[src/rtl/exc_pkg.sv]
package exc_pkg;
  typedef enum logic [2:0] {
    EC_NONE,   // unknown vector
    EC_RESET,
    EC_CUR,    // resume at the faulting instruction
    EC_NEXT,   // resume after the faulting instruction
    EC_TRAP
  } exc_class_e;

  localparam int unsigned VEC_RESET   = 1;
  localparam int unsigned VEC_BUSERR  = 2;
  localparam int unsigned VEC_ALIGN   = 6;
  localparam int unsigned VEC_ILLEGAL = 7;
  localparam int unsigned VEC_RANGE   = 11;
  localparam int unsigned VEC_SYSCALL = 12;
  localparam int unsigned VEC_FPE     = 13;
  localparam int unsigned VEC_TRAP    = 14;

  localparam int unsigned SR_DSX = 13;
  localparam int unsigned SR_EPH = 14;
  localparam int unsigned SR_FO  = 15;
endpackage

[src/rtl/exc_classify.sv]
module exc_classify
  import exc_pkg::*;
#(
  parameter int unsigned VEC_W = 4
) (
  input  logic [VEC_W-1:0] vec_i,
  output exc_class_e       cls_o,
  output logic             illegal_o
);
  always_comb begin
    cls_o     = EC_NONE;
    illegal_o = 1'b0;
    case (int'(vec_i))
      VEC_RESET:                              cls_o = EC_RESET;
      VEC_BUSERR, VEC_ALIGN, VEC_RANGE:       cls_o = EC_CUR;
      VEC_ILLEGAL: begin
        cls_o     = EC_CUR;
        illegal_o = 1'b1;
      end
      VEC_SYSCALL, VEC_FPE:                   cls_o = EC_NEXT;
      VEC_TRAP:                               cls_o = EC_TRAP;
      default:                                cls_o = EC_NONE;
    endcase
  end
endmodule

[src/rtl/exc_epc_calc.sv]
module exc_epc_calc
  import exc_pkg::*;
#(
  parameter int unsigned XLEN       = 32,
  parameter int unsigned INSN_BYTES = 4
) (
  input  exc_class_e      cls_i,
  input  logic [XLEN-1:0] pc_i,
  input  logic            dslot_i,
  input  logic [XLEN-1:0] epc_cur_i,
  output logic [XLEN-1:0] epc_o
);
  localparam logic [XLEN-1:0] STEP = XLEN'(INSN_BYTES);

  always_comb begin
    case (cls_i)
      EC_NEXT: epc_o = dslot_i ? pc_i : pc_i + STEP;
      EC_CUR:  epc_o = dslot_i ? pc_i - STEP : pc_i;
      default: epc_o = epc_cur_i;
    endcase
  end
endmodule

[src/rtl/exc_vector.sv]
module exc_vector #(
  parameter int unsigned    XLEN      = 32,
  parameter int unsigned    VEC_W     = 4,
  parameter int unsigned    VEC_SHIFT = 8,
  parameter logic [XLEN-1:0] HI_BASE  = 32'hF000_0000
) (
  input  logic             hi_i,
  input  logic [VEC_W-1:0] vec_i,
  output logic [XLEN-1:0]  pc_o
);
  localparam int unsigned OFS_W = VEC_W + VEC_SHIFT;

  logic [XLEN-1:0] ofs;

  generate
    if (OFS_W >= XLEN) begin : g_trunc
      assign ofs = XLEN'({vec_i, {VEC_SHIFT{1'b0}}});
    end else begin : g_pad
      assign ofs = {{(XLEN-OFS_W){1'b0}}, vec_i, {VEC_SHIFT{1'b0}}};
    end
  endgenerate

  assign pc_o = (hi_i ? HI_BASE : '0) + ofs;
endmodule

[src/rtl/exc_unit.sv]
module exc_unit
  import exc_pkg::*;
#(
  parameter int unsigned     XLEN       = 32,
  parameter int unsigned     VEC_W      = 4,
  parameter int unsigned     INSN_BYTES = 4,
  parameter int unsigned     VEC_SHIFT  = 8,
  parameter logic [XLEN-1:0] HI_BASE    = 32'hF000_0000
) (
  input  logic             clk_i,
  input  logic             rst_ni,
  input  logic             req_i,
  input  logic [VEC_W-1:0] vec_i,
  input  logic [XLEN-1:0]  pc_i,
  input  logic             dslot_i,
  input  logic [XLEN-1:0]  sr_i,
  input  logic             rfe_i,
  output logic             redir_o,
  output logic [XLEN-1:0]  redir_pc_o,
  output logic             sr_we_o,
  output logic [XLEN-1:0]  sr_o,
  output logic             dslot_clr_o,
  output logic             halt_o,
  output logic [XLEN-1:0]  halt_pc_o,
  output logic             err_o,
  output logic [XLEN-1:0]  epcr_o,
  output logic [XLEN-1:0]  esr_o,
  output logic [XLEN-1:0]  eear_o
);
  exc_class_e      cls;
  logic            is_illegal;
  logic [XLEN-1:0] epc_next, handler_pc, sr_entry;
  logic            do_vec;

  logic [XLEN-1:0] epcr_q, esr_q, eear_q, redir_pc_q, sr_q, halt_pc_q;
  logic            redir_q, sr_we_q, dclr_q, halt_q, err_q;

  exc_classify #(.VEC_W(VEC_W)) u_cls (
    .vec_i     (vec_i),
    .cls_o     (cls),
    .illegal_o (is_illegal)
  );

  exc_epc_calc #(.XLEN(XLEN), .INSN_BYTES(INSN_BYTES)) u_epc (
    .cls_i     (cls),
    .pc_i      (pc_i),
    .dslot_i   (dslot_i),
    .epc_cur_i (epcr_q),
    .epc_o     (epc_next)
  );

  exc_vector #(.XLEN(XLEN), .VEC_W(VEC_W), .VEC_SHIFT(VEC_SHIFT), .HI_BASE(HI_BASE)) u_vec (
    .hi_i  (sr_i[SR_EPH]),
    .vec_i (vec_i),
    .pc_o  (handler_pc)
  );

  assign do_vec = req_i && (cls != EC_NONE) && (cls != EC_TRAP);

  always_comb begin
    sr_entry         = sr_i;
    sr_entry[SR_DSX] = dslot_i;
  end

  always_ff @(posedge clk_i or negedge rst_ni) begin
    if (!rst_ni) begin
      epcr_q     <= '0;
      esr_q      <= '0;
      eear_q     <= '0;
      redir_pc_q <= '0;
      sr_q       <= '0;
      halt_pc_q  <= '0;
      redir_q    <= 1'b0;
      sr_we_q    <= 1'b0;
      dclr_q     <= 1'b0;
      halt_q     <= 1'b0;
      err_q      <= 1'b0;
    end else begin
      redir_q <= 1'b0;
      sr_we_q <= 1'b0;
      dclr_q  <= 1'b0;
      halt_q  <= 1'b0;
      err_q   <= 1'b0;
      if (req_i) begin
        case (cls)
          EC_TRAP: begin
            halt_q    <= 1'b1;
            halt_pc_q <= pc_i;
          end
          EC_NONE: err_q <= 1'b1;
          default: begin
            epcr_q     <= epc_next;
            esr_q      <= sr_i;
            if (is_illegal) eear_q <= pc_i;
            sr_q       <= sr_entry;
            sr_we_q    <= 1'b1;
            redir_q    <= 1'b1;
            redir_pc_q <= handler_pc;
            dclr_q     <= 1'b1;
          end
        endcase
      end else if (rfe_i) begin
        sr_q         <= esr_q;
        sr_q[SR_FO]  <= 1'b1;
        sr_we_q      <= 1'b1;
        redir_q      <= 1'b1;
        redir_pc_q   <= epcr_q;
        dclr_q       <= 1'b1;
      end
    end
  end

  assign redir_o     = redir_q;
  assign redir_pc_o  = redir_pc_q;
  assign sr_we_o     = sr_we_q;
  assign sr_o        = sr_q;
  assign dslot_clr_o = dclr_q;
  assign halt_o      = halt_q;
  assign halt_pc_o   = halt_pc_q;
  assign err_o       = err_q;
  assign epcr_o      = epcr_q;
  assign esr_o       = esr_q;
  assign eear_o      = eear_q;

  p_one_outcome_r9: assert property (@(posedge clk_i) disable iff (!rst_ni)
    $onehot0({redir_o, halt_o, err_o}));

  p_err_no_save_r9: assert property (@(posedge clk_i) disable iff (!rst_ni)
    err_o |-> ($stable(epcr_o) && $stable(esr_o) && $stable(eear_o) && !sr_we_o));

  p_trap_no_save_r7: assert property (@(posedge clk_i) disable iff (!rst_ni)
    halt_o |-> ($stable(epcr_o) && $stable(esr_o) && !sr_we_o && !redir_o));

  p_entry_status_r5: assert property (@(posedge clk_i) disable iff (!rst_ni)
    do_vec |=> (sr_we_o && sr_o[SR_DSX] == $past(dslot_i) && esr_o == $past(sr_i)));

  p_handler_align_r6: assert property (@(posedge clk_i) disable iff (!rst_ni)
    do_vec |=> (redir_o && redir_pc_o[VEC_SHIFT-1:0] == '0));

  p_return_fo_r10: assert property (@(posedge clk_i) disable iff (!rst_ni)
    (rfe_i && !req_i) |=> (sr_we_o && sr_o[SR_FO] && redir_o && redir_pc_o == epcr_o));

  p_dclr_pulse_r1: assert property (@(posedge clk_i) disable iff (!rst_ni)
    dslot_clr_o |-> (redir_o && sr_we_o));
endmodule

[config.mk]
export PLATFORM = sky130hd
export DESIGN_NAME = exc_unit
export DESIGN_NICKNAME = d
export VERILOG_FILES = /design/src/rtl/exc_pkg.sv /design/src/rtl/exc_classify.sv /design/src/rtl/exc_epc_calc.sv /design/src/rtl/exc_vector.sv /design/src/rtl/exc_unit.sv
export SDC_FILE = /design/constraint.sdc
export NUM_CORES = 1
export LEC_CHECK = 0
export BUFFER_PORTS_ARGS = -buffer_cell sky130_fd_sc_hd__buf_2
export CAP_MARGIN = 20
export CORE_MARGIN = 4
export CORE_UTILIZATION = 45
export CTS_BUF_LIST = sky130_fd_sc_hd__clkbuf_2
export DETAILED_ROUTE_END_ITERATION = 12
export GPL_TIMING_DRIVEN = 0
export PLACE_DENSITY = 0.66
export REMOVE_ABC_BUFFERS = 1
export SETUP_SLACK_MARGIN = 0.1
export SLEW_MARGIN = 20
export SYNTH_ARGS = -nofsm -noshare
export SYNTH_HDL_FRONTEND = slang
export SYNTH_HIERARCHICAL = 1
export SYNTH_SLANG_ARGS = --single-unit
[constraint.sdc]
create_clock -name clk_i -period 1.1 [get_ports clk_i]
set_input_delay 0.11 -clock clk_i [delete_from_list [all_inputs] [get_ports clk_i]]
set_output_delay 0.11 -clock clk_i [all_outputs]
set_load 0.05 [all_outputs]
[Word level (Yosys, flattened, before mapping)]
Cells that the tools add are included.
Cells by class
  add/subtract/negate cells: 3
  equality and inequality tests: 12
  multiplexer cells: 19
  bitwise gates (word level): 1
  reductions and logical operators: 11
Operators by type and width (number)
  $mux 32: 9
  $pmux 32 s2: 1
  $add 32x12->32: 1
  $add 32x3->32 const B: 1
  $sub 32x3->32 const B: 1
  $eq 4x4->1 const B: 4
  $pmux 3 s4: 1
  $eq 4x3->1 const B: 2
  $mux 1: 8
  $eq 3x2->1 const B: 2
  $reduce_and 2->1: 3
  $reduce_and 3->1: 2
  $eq 4x1->1 const B: 1
  $eq 4x2->1 const B: 1
  $reduce_bool 2->1: 2
  $reduce_or 2->1: 2
  $reduce_or 4->1: 1
  $eq 3x3->1 const B: 1
  $logic_not 3->1: 1
  $ne 2x2->1 const B: 1
  $not 1->1: 1
Storage, ports and cells
  flip-flop bits (word level): 195
  logic and storage cells: 55

[Longest topological paths before layout]
Gate-level depths: netlist of run 1.
  depth in word-level cells: 7
  mapped depth: 9
  gate-level depth less buffers: 8

[Modules after synthesis]
Netlist of run 1, hierarchy kept.
By module, submodules not included
  exc_unit: instances 1, cells each 612, area each 8284.2 um^2, seq. area each 4879.7 um^2
  exc_epc_calc: instances 1, cells each 259, area each 1622.8 um^2, seq. area each 0.0 um^2
  exc_vector: instances 1, cells each 33, area each 244.0 um^2, seq. area each 0.0 um^2
  exc_classify: instances 1, cells each 10, area each 68.8 um^2, seq. area each 0.0 um^2

[Least setup slack after synthesis of run 1]
OpenSTA, ideal clock, no wires.
  path type: in2reg
  start point: input port vec_i[2]
  end point: register epcr_q[29] (netlist: epcr_o[29])
  library setup time: 125 ps
  arrival time: 2374 ps
  required time: 975 ps
  slack: -1399 ps
  cell stages on the path: 9
  cells stage by stage: or3b_1 a21oi_1 nor3_1 nand2_1 clkbuf_1 nor4_1 or3_1 a31o_1 mux2_2
RTL lines
  start: declaration: line exc_unit.sv:13  | input logic [VEC_W-1:0] vec_i,
  $eq 4x2->1, or another cell as far along: line exc_classify.sv:13  | case (int'(vec_i))
  $reduce_or 4->1 (no source line) / $reduce_or 2->1 (equally long branches)
  $pmux 3 s4 *: line exc_classify.sv:13
  net cls[0]: line exc_unit.sv:30  | exc_class_e cls;
  $eq 3x2->1: line exc_epc_calc.sv:16  | case (cls_i)
  $pmux 32 s2 *: line exc_epc_calc.sv:16
  net epc_next[29]: line exc_unit.sv:32  | logic [XLEN-1:0] epc_next, handler_pc, sr_entry;
  end signal: assignment: line exc_unit.sv:92  | epcr_q <= epc_next;
  end: declaration: line exc_unit.sv:35  | logic [XLEN-1:0] epcr_q, esr_q, eear_q, redir_pc_q, sr_q, halt_pc_q;
The timed path passes the listed nets; every way through them passes the cells marked *.
A chain may end at the register's enable or synchronous reset.

[Worst setup path after layout of run 1]
  start point: input port vec_i[2]
  end point: register epcr_q[21] (netlist: epcr_o[21])
Same word-level chain as after synthesis.

==> impl_metrics.env, run 1 <==
export IMPL_dieArea_um2=25200
export IMPL_wl_mm=49.3
export IMPL_via_per_inst=6.30
export IMPL_max_vdd_ir_drop_mv=1.17
export IMPL_drive_above_1_share=0.587
export IMPL_syn_inst=914
export IMPL_critPathLaunchType="primary input"
export IMPL_vias=11300
export IMPL_crit_fanout=10
export IMPL_area_growth_pct=79.6
export IMPL_worst_pin_slew_ns=0.966
export IMPL_synth_area_leaders="dfrtp_1 (48%), mux2_2 (13%), nand2_1 (5.4%)"
export IMPL_violations="hold timing, setup timing"
export IMPL_avgSynthCellArea_um2=11.2
export IMPL_period_needed_ns=1.68
export IMPL_routedWlPerCell_um=27.5
export IMPL_power_total_mw=37.2
export IMPL_synth_edf_count=0
export IMPL_rsz0062_at_grt="true"
export IMPL_crit_path_start="vec_i[2]"
export IMPL_ys_seq_area_frac=0.477
export IMPL_finClkSkew_ns=0.0341
export IMPL_cts_buffer_depth=2
export IMPL_place_hpwl_mm=18.9
export IMPL_finalCritPeriodShare=1.53
export IMPL_hp_start="vec_i[1]"
export IMPL_drv_slew=0
export IMPL_max_freq_mhz=594
export IMPL_cts_root_buffer="clkbuf_2"
export IMPL_first_pass_iters=8
export IMPL_critical_path_class="primary input to flop"
export IMPL_required_ns=1.79
export IMPL_drc=0
export IMPL_start_util=0.463
export IMPL_synth_seq_cells=195
export IMPL_holdWs_ns=-0.285
export IMPL_grt_max_degree=92
export IMPL_crit_path_end_kind="flop"
export IMPL_syn_area_um2=10200
export IMPL_ioPinCount=270
export IMPL_design_core_area_um2=22100
export IMPL_synth_top_area_share=0.477
export IMPL_fin_area_um2=18400
export IMPL_ctsHtreeMaxLevel=4
export IMPL_yosys_cell_types_count=60
export IMPL_cp_arrival_ns=2.37
export IMPL_fillers=1071
export IMPL_outcome="finished, violations left"
export IMPL_cts_tree="done"
export IMPL_overflow=0
export IMPL_path_clk_slew_ns=0.32
export IMPL_fin_util=0.831
export IMPL_yosys_warnings=6
export IMPL_synth_common_cells="dfrtp_1 (195), nand2_1 (147), mux2_2 (119), buf_4 (36), a32oi_1 (34)"
export IMPL_grt_pass1_vias=10700
export IMPL_grt_pass1_wl_mm=63.2
export IMPL_cts_buffers=17
export IMPL_setup_slack_ns=-0.584
export IMPL_antenna_found_initial=1
export IMPL_drt_iter0_drc=1400
export IMPL_leakage_nw=8.54
export IMPL_nets=1575
export IMPL_placed_area_um2=11600
export IMPL_place_gp_congestion=0.857
export IMPL_pre_cts_slack_ns=-2.19
export IMPL_hp_class="primary input to flop"
export IMPL_rr_startpoint="epcr_o[14]"
export IMPL_track_usage=0.316
export IMPL_yosysMostFrequentCell="dfrtp_1"
export IMPL_die_width_um=159
export IMPL_clkLatencyLatePin_ns=0.80
export IMPL_finalHoldViolCount=24
export IMPL_clkSinkCount=195
export IMPL_p_per_area_nw_per_um2=2030
export IMPL_ant_nets=0
export IMPL_setup_violations_final=388
export IMPL_die_h_um=159
export IMPL_ys_flop_type="dfrtp_1"
export IMPL_drv_cap=0
export IMPL_max_slew_margin=0.355
export IMPL_port_buffers=269
export IMPL_synth_async_reset_ratio=1.00
export IMPL_placementRows=54
export IMPL_yosysTopAreaCell="dfrtp_1"
==> worst max-delay path, cell delays in order <==
cell and delay [ns]:
buf_8 0.10, buf_6 0.10, buf_6 0.12, nand2_4 0.06, a21oi_4 0.07, buf_4 0.14, nor3_2 0.29, nand2_4 0.24
buf_4 0.24, nor4_4 0.31, o21a_1 0.22, o31ai_2 0.09, mux2_4 0.27
==> metrics by stage <==
| stage | cells | setup TNS [ns] |
|---|---|---|
| after global placement | 1379 | -1524.24 |
| final | 1793 | -150.01 |
| after floorplan | 830 | -465.36 |
| after CTS | 1708 | -126.79 |
| after global routing | 1793 | -155.87 |
| after detailed placement | 1390 | -311.96 |
==> layout make-up <==
type / count / area, µm² / share of cell area
multi-input combinational: 646 / 6350 / 0.346
inverter: 4 / 15.0 / 0.000818
sequential: 195 / 4880 / 0.266
clock buffer: 18 / 90.1 / 0.00491
timing repair buffer: 636 / 6520 / 0.355
clock inverter: 13 / 149 / 0.00811
tap: 280 / 350 / 0.0191
antenna: 1 / 2.50 / 0.000136
==> cell usage in the layout (no fill, tap or decap), types with 14 or more instances in the layout <==
cell           instances
a221o_1               30
a32oi_1               31
buf_12                23
buf_16                15
buf_2                 62
buf_4                189
buf_6                251
clkbuf_2              18
conb_1                24
dfrtp_1              194
dlygate4sd3_1         80
mux2_2                62
mux2_4                67
nand2_1              131
nor4_4                17
o21ai_1               18
o2bb2a_4              32
o2bb2ai_2             14
==> worst paths after layout <==
path / endpoint / cells past startpoint / slack, ns
worst max-delay path: epcr_o[21] / 13 / -0.58
worst min-delay path: redir_pc_o[9] / 3 / -0.28
worst max register to register: epcr_o[14] / 5 / -0.20
worst min register to register: halt_pc_o[1] / 1 / 0.57
max in group asynchronous: halt_pc_o[16] / 4 / 0.19
min in group asynchronous: redir_pc_o[10] / 4 / 0.42
==> power by group <==
group	switching, mW	internal (mW)	total [mW]
logic	12.8	9.65	22.4
clock network	2.81	1.09	3.90
registers	1.82	9.10	10.9
==> logic make-up after synthesis <==
| group | synth area share |
|---|---|
| xor+xnor | 0.0137 |
| other cells | 0.000367 |
| mux | 0.144 |
| compound gates | 0.158 |
| simple gates | 0.136 |
| buf+inv | 0.0679 |
| fa+ha+maj | 0.00245 |
| flops | 0.477 |
==> sequential cells by signal, indices dropped and copies added (netlist names) <==
register / count
epcr_o: 32
eear_o: 32
halt_pc_o: 32
redir_pc_o: 32
err_o: 1
esr_o: 32
sr_o: 32
dslot_clr_o: 1
halt_o: 1
==> layer usage <==
metal | up-vias | global-route usage | part of all wire
met5 | - | 0 | 0
met4 | 0 | 0.151 | 0.063
met3 | 249 | 0.0804 | 0.093
met2 | 883 | 0.539 | 0.48
met1 | 5612 | 0.376 | 0.36
li1 | 4554 | - | -
==> timing repair <==
item,4_1_cts,5_1_grt
pin swaps,81,80
gates resized for setup,634,189
setup endpoints to repair,389,508
hold endpoints to repair,377,249
hold buffers,77,6
setup buffers,182,87
gates cloned,28,7
Power figures use the tool's default switching activity.
==> run 2: changes to the inputs <==
==> constraint.sdc (replaced) <==
create_clock -name clk_i -period 1.1 [get_ports clk_i]
set_input_delay 0.22 -clock clk_i [delete_from_list [all_inputs] [get_ports clk_i]]
set_output_delay 0.22 -clock clk_i [all_outputs]
set_load 0.05 [all_outputs]
==> run 2 against run 1 <==
Net effect: clock power fell by 1%; final area fell by 0.97%; register-to-register slack got worse by 0.06 ns; the run still ends with hold timing, setup timing left.
==> impl_metrics.env, run 2 (synthesis results as in run 1) <==
export IMPL_outcome="finished, violations left"
export IMPL_violations="hold timing, setup timing"
export IMPL_area_growth_pct=77.9
export IMPL_die_h_um=159
export IMPL_critical_path_class="primary input to flop"
export IMPL_met2_wirelength_mm=23.2
export IMPL_clkSinkCount=195
export IMPL_crit_path_end_kind="flop"
export IMPL_ioPinCount=270
export IMPL_cp_arrival_ns=2.56
export IMPL_finalCritPeriodShare=1.64
export IMPL_finClkSkew_ns=0.0255
export IMPL_grt_pass1_vias=10700
export IMPL_drv_slew=0
export IMPL_setup_violations_final=390
export IMPL_drive_above_1_share=0.571
export IMPL_crit_family="simple AND/OR/NAND/NOR gates"
export IMPL_fillers=1110
export IMPL_leakage_nw=8.48
export IMPL_port_buffers=269
export IMPL_top_layer="met4"
export IMPL_required_ns=1.85
export IMPL_r2r_cells=5
export IMPL_r2r_end="sr_o[10]"
export IMPL_via_per_inst=6.20
export IMPL_pre_cts_slack_ns=-2.30
export IMPL_wl_met1_mm=17.0
export IMPL_drv_cap=0
export IMPL_crit_chain="buf_8, or3b_4, a21oi_4, and4_4, buf_6, buf_6, nand4_1, nor4_4, nor3_1, o31ai_1, mux2_2"
export IMPL_hp_class="primary input to asynchronous set/reset pin"
export IMPL_wl_met3_mm=4.02
export IMPL_holdWs_ns=-0.220
export IMPL_start_util=0.463
export IMPL_slowest_delay_ns=0.38
export IMPL_ant_nets=0
export IMPL_setup_slack_ns=-0.709
export IMPL_rrSetupSlack_ns=-0.26
export IMPL_cts_tree="done"
export IMPL_antenna_found_initial=2
export IMPL_track_usage=0.322
export IMPL_finalHoldViolCount=23
export IMPL_overflow=0
export IMPL_crit_fanout=6
export IMPL_mostFrequentLayoutCells="buf_6 (247), dfrtp_1 (194), buf_4 (187)"
export IMPL_cts_root_buffer="clkbuf_2"
export IMPL_rr_startpoint="sr_o[10]"
export IMPL_cts_buffer_depth=2
export IMPL_p_per_area_nw_per_um2=2020
export IMPL_critPathBufInv=3
export IMPL_vias=11100
export IMPL_path_clk_slew_ns=0.31
export IMPL_first_pass_iters=5
export IMPL_max_slew_margin=0.298
export IMPL_nets=1572
export IMPL_routedWlPerCell_um=26.3
export IMPL_worst_pin_slew_ns=1.05
export IMPL_drt_iter0_drc=1037
export IMPL_place_gp_congestion=0.857
export IMPL_ctsHtreeMaxLevel=4
export IMPL_place_hpwl_mm=18.9
export IMPL_die_width_um=159
export IMPL_final_common_cell="buf_6"
export IMPL_design_core_area_um2=22100
export IMPL_max_freq_mhz=553
export IMPL_period_needed_ns=1.81
export IMPL_max_vdd_ir_drop_mv=1.24
export IMPL_clkLatencyLatePin_ns=0.80
export IMPL_rsz0062_at_grt="true"
export IMPL_cts_buffers=17
export IMPL_fin_util=0.823
export IMPL_placementRows=54
export IMPL_crit_top_cell="buf_6"
export IMPL_tns_ns=-188.66
export IMPL_drc=0
export IMPL_critPathLaunchType="primary input"
export IMPL_dieArea_um2=25200
export IMPL_wl_mm=47.1
export IMPL_grt_max_degree=92
export IMPL_cp_slowest_cell="or3b_4"
export IMPL_grt_pass1_wl_mm=64.5
## run 2: cell count changes in the layout (fill, tap and decap cells not counted), sizes merged
cell          previous run  this run
buf                    550       545
clkbuf                  23        20
dlygate4sd3             80        83
diode                    1         3
dlymetal6s4s             1         2
or2                      9        10
## run 2: routing by layer
metal  vias to the layer above  global-route usage
met5                         -                   0
met2                       816               0.564
li1                       4570                   -
met1                      5471               0.388
met4                         0               0.130
met3                       255              0.0713
## run 2: power breakdown
group	internal, mW	leakage, nW	switching [mW]	total [mW]
Clock	1.09	0.139	2.76	3.85
Combinational	9.55	5.91	12.6	22.1
Sequential	9.10	2.42	1.74	10.8
Total	19.7	8.48	17.1	36.8
## run 2: worst max path at each step
stage,cells after the start,end,from,slack (ns)
floorplan,5,eear_o[5],vec_i[2],-3.76
global placement,4,eear_o[6],req_i,-6.07
detailed placement,9,epcr_o[31],vec_i[2],-2.30
CTS,1,sr_o[22],sr_o[22],-0.62
global route,1,esr_o[8],esr_o[8],-0.75
finish,11,epcr_o[28],vec_i[3],-0.71
## run 2: repair_timing
item / in CTS / in global routing
gates cloned: 29 / 4
pin swaps: 79 / 72
hold buffers: 81 / 4
setup buffers: 183 / 80
setup endpoints to repair: 390 / 390
hold endpoints to repair: 364 / 33
gates resized for setup: 621 / 162
## run 2: final cells by class
| class | instances | area, µm² | share of cell area |
|---|---|---|---|
| tap | 280 | 350 | 0.0193 |
| clock inverter | 13 | 149 | 0.00819 |
| antenna | 3 | 7.51 | 0.000413 |
| sequential | 195 | 4880 | 0.268 |
| inverter | 4 | 15.0 | 0.000826 |
| timing repair buffer | 632 | 6490 | 0.357 |
| multi-input combinational | 647 | 6200 | 0.341 |
| clock buffer | 18 | 90.1 | 0.00496 |
## run 2: per-stage QoR
| stage | area [µm²] | power (mW) | hold WS (ns) | cells |
|---|---|---|---|---|
| 2_1_floorplan | 9630 | 20.3 | -0.0756 | 830 |
| 3_3_place_gp | 11300 | 23.9 | 0.455 | 1379 |
| 3_5_place_dp | 11600 | 24.2 | 0.0802 | 1390 |
| 4_1_cts | 16900 | 34.5 | -0.247 | 1714 |
| 5_1_grt | 18200 | 38.0 | -0.324 | 1792 |
| 6_report | 18200 | 36.8 | -0.220 | 1792 |
==> run 3: changes to the inputs <==
--- a/config.mk
+++ b/config.mk
@@ -5,15 +5,14 @@
 export SDC_FILE = /design/constraint.sdc
 export NUM_CORES = 1
 export LEC_CHECK = 0
-export BUFFER_PORTS_ARGS = -buffer_cell sky130_fd_sc_hd__buf_2
 export CAP_MARGIN = 20
 export CORE_MARGIN = 4
 export CORE_UTILIZATION = 45
 export CTS_BUF_LIST = sky130_fd_sc_hd__clkbuf_2
 export DETAILED_ROUTE_END_ITERATION = 12
+export DONT_BUFFER_PORTS = 1
 export GPL_TIMING_DRIVEN = 0
-export PLACE_DENSITY = 0.66
-export REMOVE_ABC_BUFFERS = 1
+export PLACE_DENSITY = 0.56
 export SETUP_SLACK_MARGIN = 0.1
 export SLEW_MARGIN = 20
 export SYNTH_ARGS = -nofsm -noshare
==> run 3 against run 2 <==
Net effect: non-clock buffer count shrank 352; via count down 24%; first-iteration DRC count fell by 40%; largest cell class is now multi-input gates; worst hold slack got worse by 0.69 ns; cell count is 21% lower; the run still ends with hold timing, setup timing left; largest power group is now registers.
==> impl_metrics.env, run 3 (synthesis results as in run 1) <==
export IMPL_place_gp_congestion=0.867
export IMPL_die_width_um=159
export IMPL_rsz0062_at_grt="true"
export IMPL_ant_nets=0
export IMPL_design_core_area_um2=22100
export IMPL_via_per_inst=5.96
export IMPL_crit_family="flip-flops"
export IMPL_cp_arrival_ns=1.58
export IMPL_drive_above_1_share=0.654
export IMPL_grt_use_met3=0.0798
export IMPL_cts_buffer_depth=2
export IMPL_drv_slew=0
export IMPL_grt_max_degree=196
export IMPL_leakage_nw=6.49
export IMPL_cp_num_cells=1
export IMPL_mostFrequentLayoutCells="dfrtp_2 (187), nand2_1 (98), mux2_4 (95)"
export IMPL_period_needed_ns=1.80
export IMPL_outcome="finished, violations left"
export IMPL_holdWs_ns=-0.909
export IMPL_nets=1204
export IMPL_path_clk_slew_ns=0.29
export IMPL_clkLatencyLatePin_ns=0.76
export IMPL_area_growth_pct=50.0
export IMPL_cts_root_buffer="clkbuf_2"
export IMPL_max_freq_mhz=556
export IMPL_start_util=0.463
export IMPL_violations="hold timing, setup timing"
export IMPL_crit_fanout=3
export IMPL_finalHoldViolCount=195
export IMPL_required_ns=0.88
export IMPL_power_total_mw=29.1
export IMPL_max_vdd_ir_drop_mv=0.989
export IMPL_grt_busiest_layer="met2"
export IMPL_worst_pin_slew_ns=0.855
export IMPL_placementRows=54
export IMPL_wl_mm=35.1
export IMPL_crit_path_end_kind="primary output"
export IMPL_use_met2=0.460
export IMPL_grt_pass1_vias=8788
export IMPL_tns_ns=-151.87
export IMPL_post_place_cells=1217
export IMPL_max_slew_margin=0.425
export IMPL_place_hpwl_mm=22.7
export IMPL_slowest_delay_ns=0.63
export IMPL_vias=8476
export IMPL_track_usage=0.267
export IMPL_critPathBufInv=1
export IMPL_drt_iter0_drc=619
export IMPL_routedWlPerCell_um=24.7
export IMPL_finalCritPeriodShare=1.63
export IMPL_gr_usage_met1=0.331
export IMPL_port_buffers=0
export IMPL_overflow=0
export IMPL_cts_buffers=17
export IMPL_crit_chain="buf_8"
export IMPL_setup_slack_ns=-0.698
export IMPL_cts_tree="done"
export IMPL_clkSinkCount=195
export IMPL_grt_pass1_wl_mm=53.8
export IMPL_antenna_found_initial=1
export IMPL_die_h_um=159
export IMPL_final_cells=1422
export IMPL_p_per_area_nw_per_um2=1900
export IMPL_drv_cap=0
export IMPL_critical_path_class="flop to primary output"
export IMPL_finClkSkew_ns=0.0322
export IMPL_setup_violations_final=381
export IMPL_first_pass_iters=7
export IMPL_hp_class="primary input to asynchronous set/reset pin"
export IMPL_pre_cts_slack_ns=-1.62
export IMPL_critPathLaunchType="flop"
export IMPL_cp_slowest_cell="dfrtp_2"
export IMPL_dieArea_um2=25200
export IMPL_ioPinCount=270
export IMPL_r2r_cells=3
export IMPL_drc=0
export IMPL_ctsHtreeMaxLevel=4
export IMPL_final_common_cell="dfrtp_2"
## run 3: cell type report
| type | count | area, µm² |
|---|---|---|
| antenna | 1 | 2.50 |
| inverter | 4 | 15.0 |
| clock buffer | 17 | 85.1 |
| timing repair buffer | 177 | 2160 |
| multi-input combinational | 631 | 6360 |
| fill | 1570 | 6770 |
| clock inverter | 14 | 124 |
| tap | 280 | 350 |
| sequential | 195 | 5140 |
| buffer | 103 | 1080 |
## run 3: what timing repair did
action	4_1_cts	5_1_grt
endpoints found under the hold margin	363	208
setup endpoints to repair	389	392
buffers inserted	59	28
resized for setup	370	180
hold buffers	73	8
cloned	17	1
pin swaps	54	91
## run 3: per-stage QoR
step	utilization	instance area (µm²)
4_1_cts	0.663	14700
6_report	0.694	15300
5_1_grt	0.694	15300
3_5_place_dp	0.526	11600
3_3_place_gp	0.526	11600
2_1_floorplan	-	11300
## run 3: path summary, 6_finish.rpt
| check | endpoint | startpoint | slack (ns) |
|---|---|---|---|
| worst max-delay path | redir_o | dslot_clr_o | -0.70 |
| worst min-delay path | esr_o[28] | rst_ni | -0.91 |
| worst max register to register | epcr_o[31] | epcr_o[31] | -0.26 |
| worst min register to register | sr_o[6] | esr_o[6] | 0.76 |
| max in group asynchronous | eear_o[31] | rst_ni | 1.71 |
| min in group clk_i | epcr_o[30] | pc_i[23] | 0.07 |
## run 3: worst reg2reg max path: cells and delay by family (launching register included)
kind | cells | cell delay, ns
muxes | 1 | 0.25
DFF | 1 | 0.66
and+or+nand+nor | 1 | 0.18
AOI/OAI and AO/OA | 1 | 0.21
## run 3: layer usage
layer | vias to the layer above | wire length, µm
met4 | 0 | 651
met1 | 4329 | 14100
met3 | 38 | 2470
met2 | 312 | 17800
met5 | - | 0
li1 | 3797 | -
## run 3: power by group
group / total, mW / leakage, nW / internal (mW) / switching [mW]
combinational: 6.67 / 4.17 / 4.21 / 2.46
clock: 3.33 / 0.134 / 0.678 / 2.65
sequential: 19.1 / 2.19 / 9.46 / 9.67
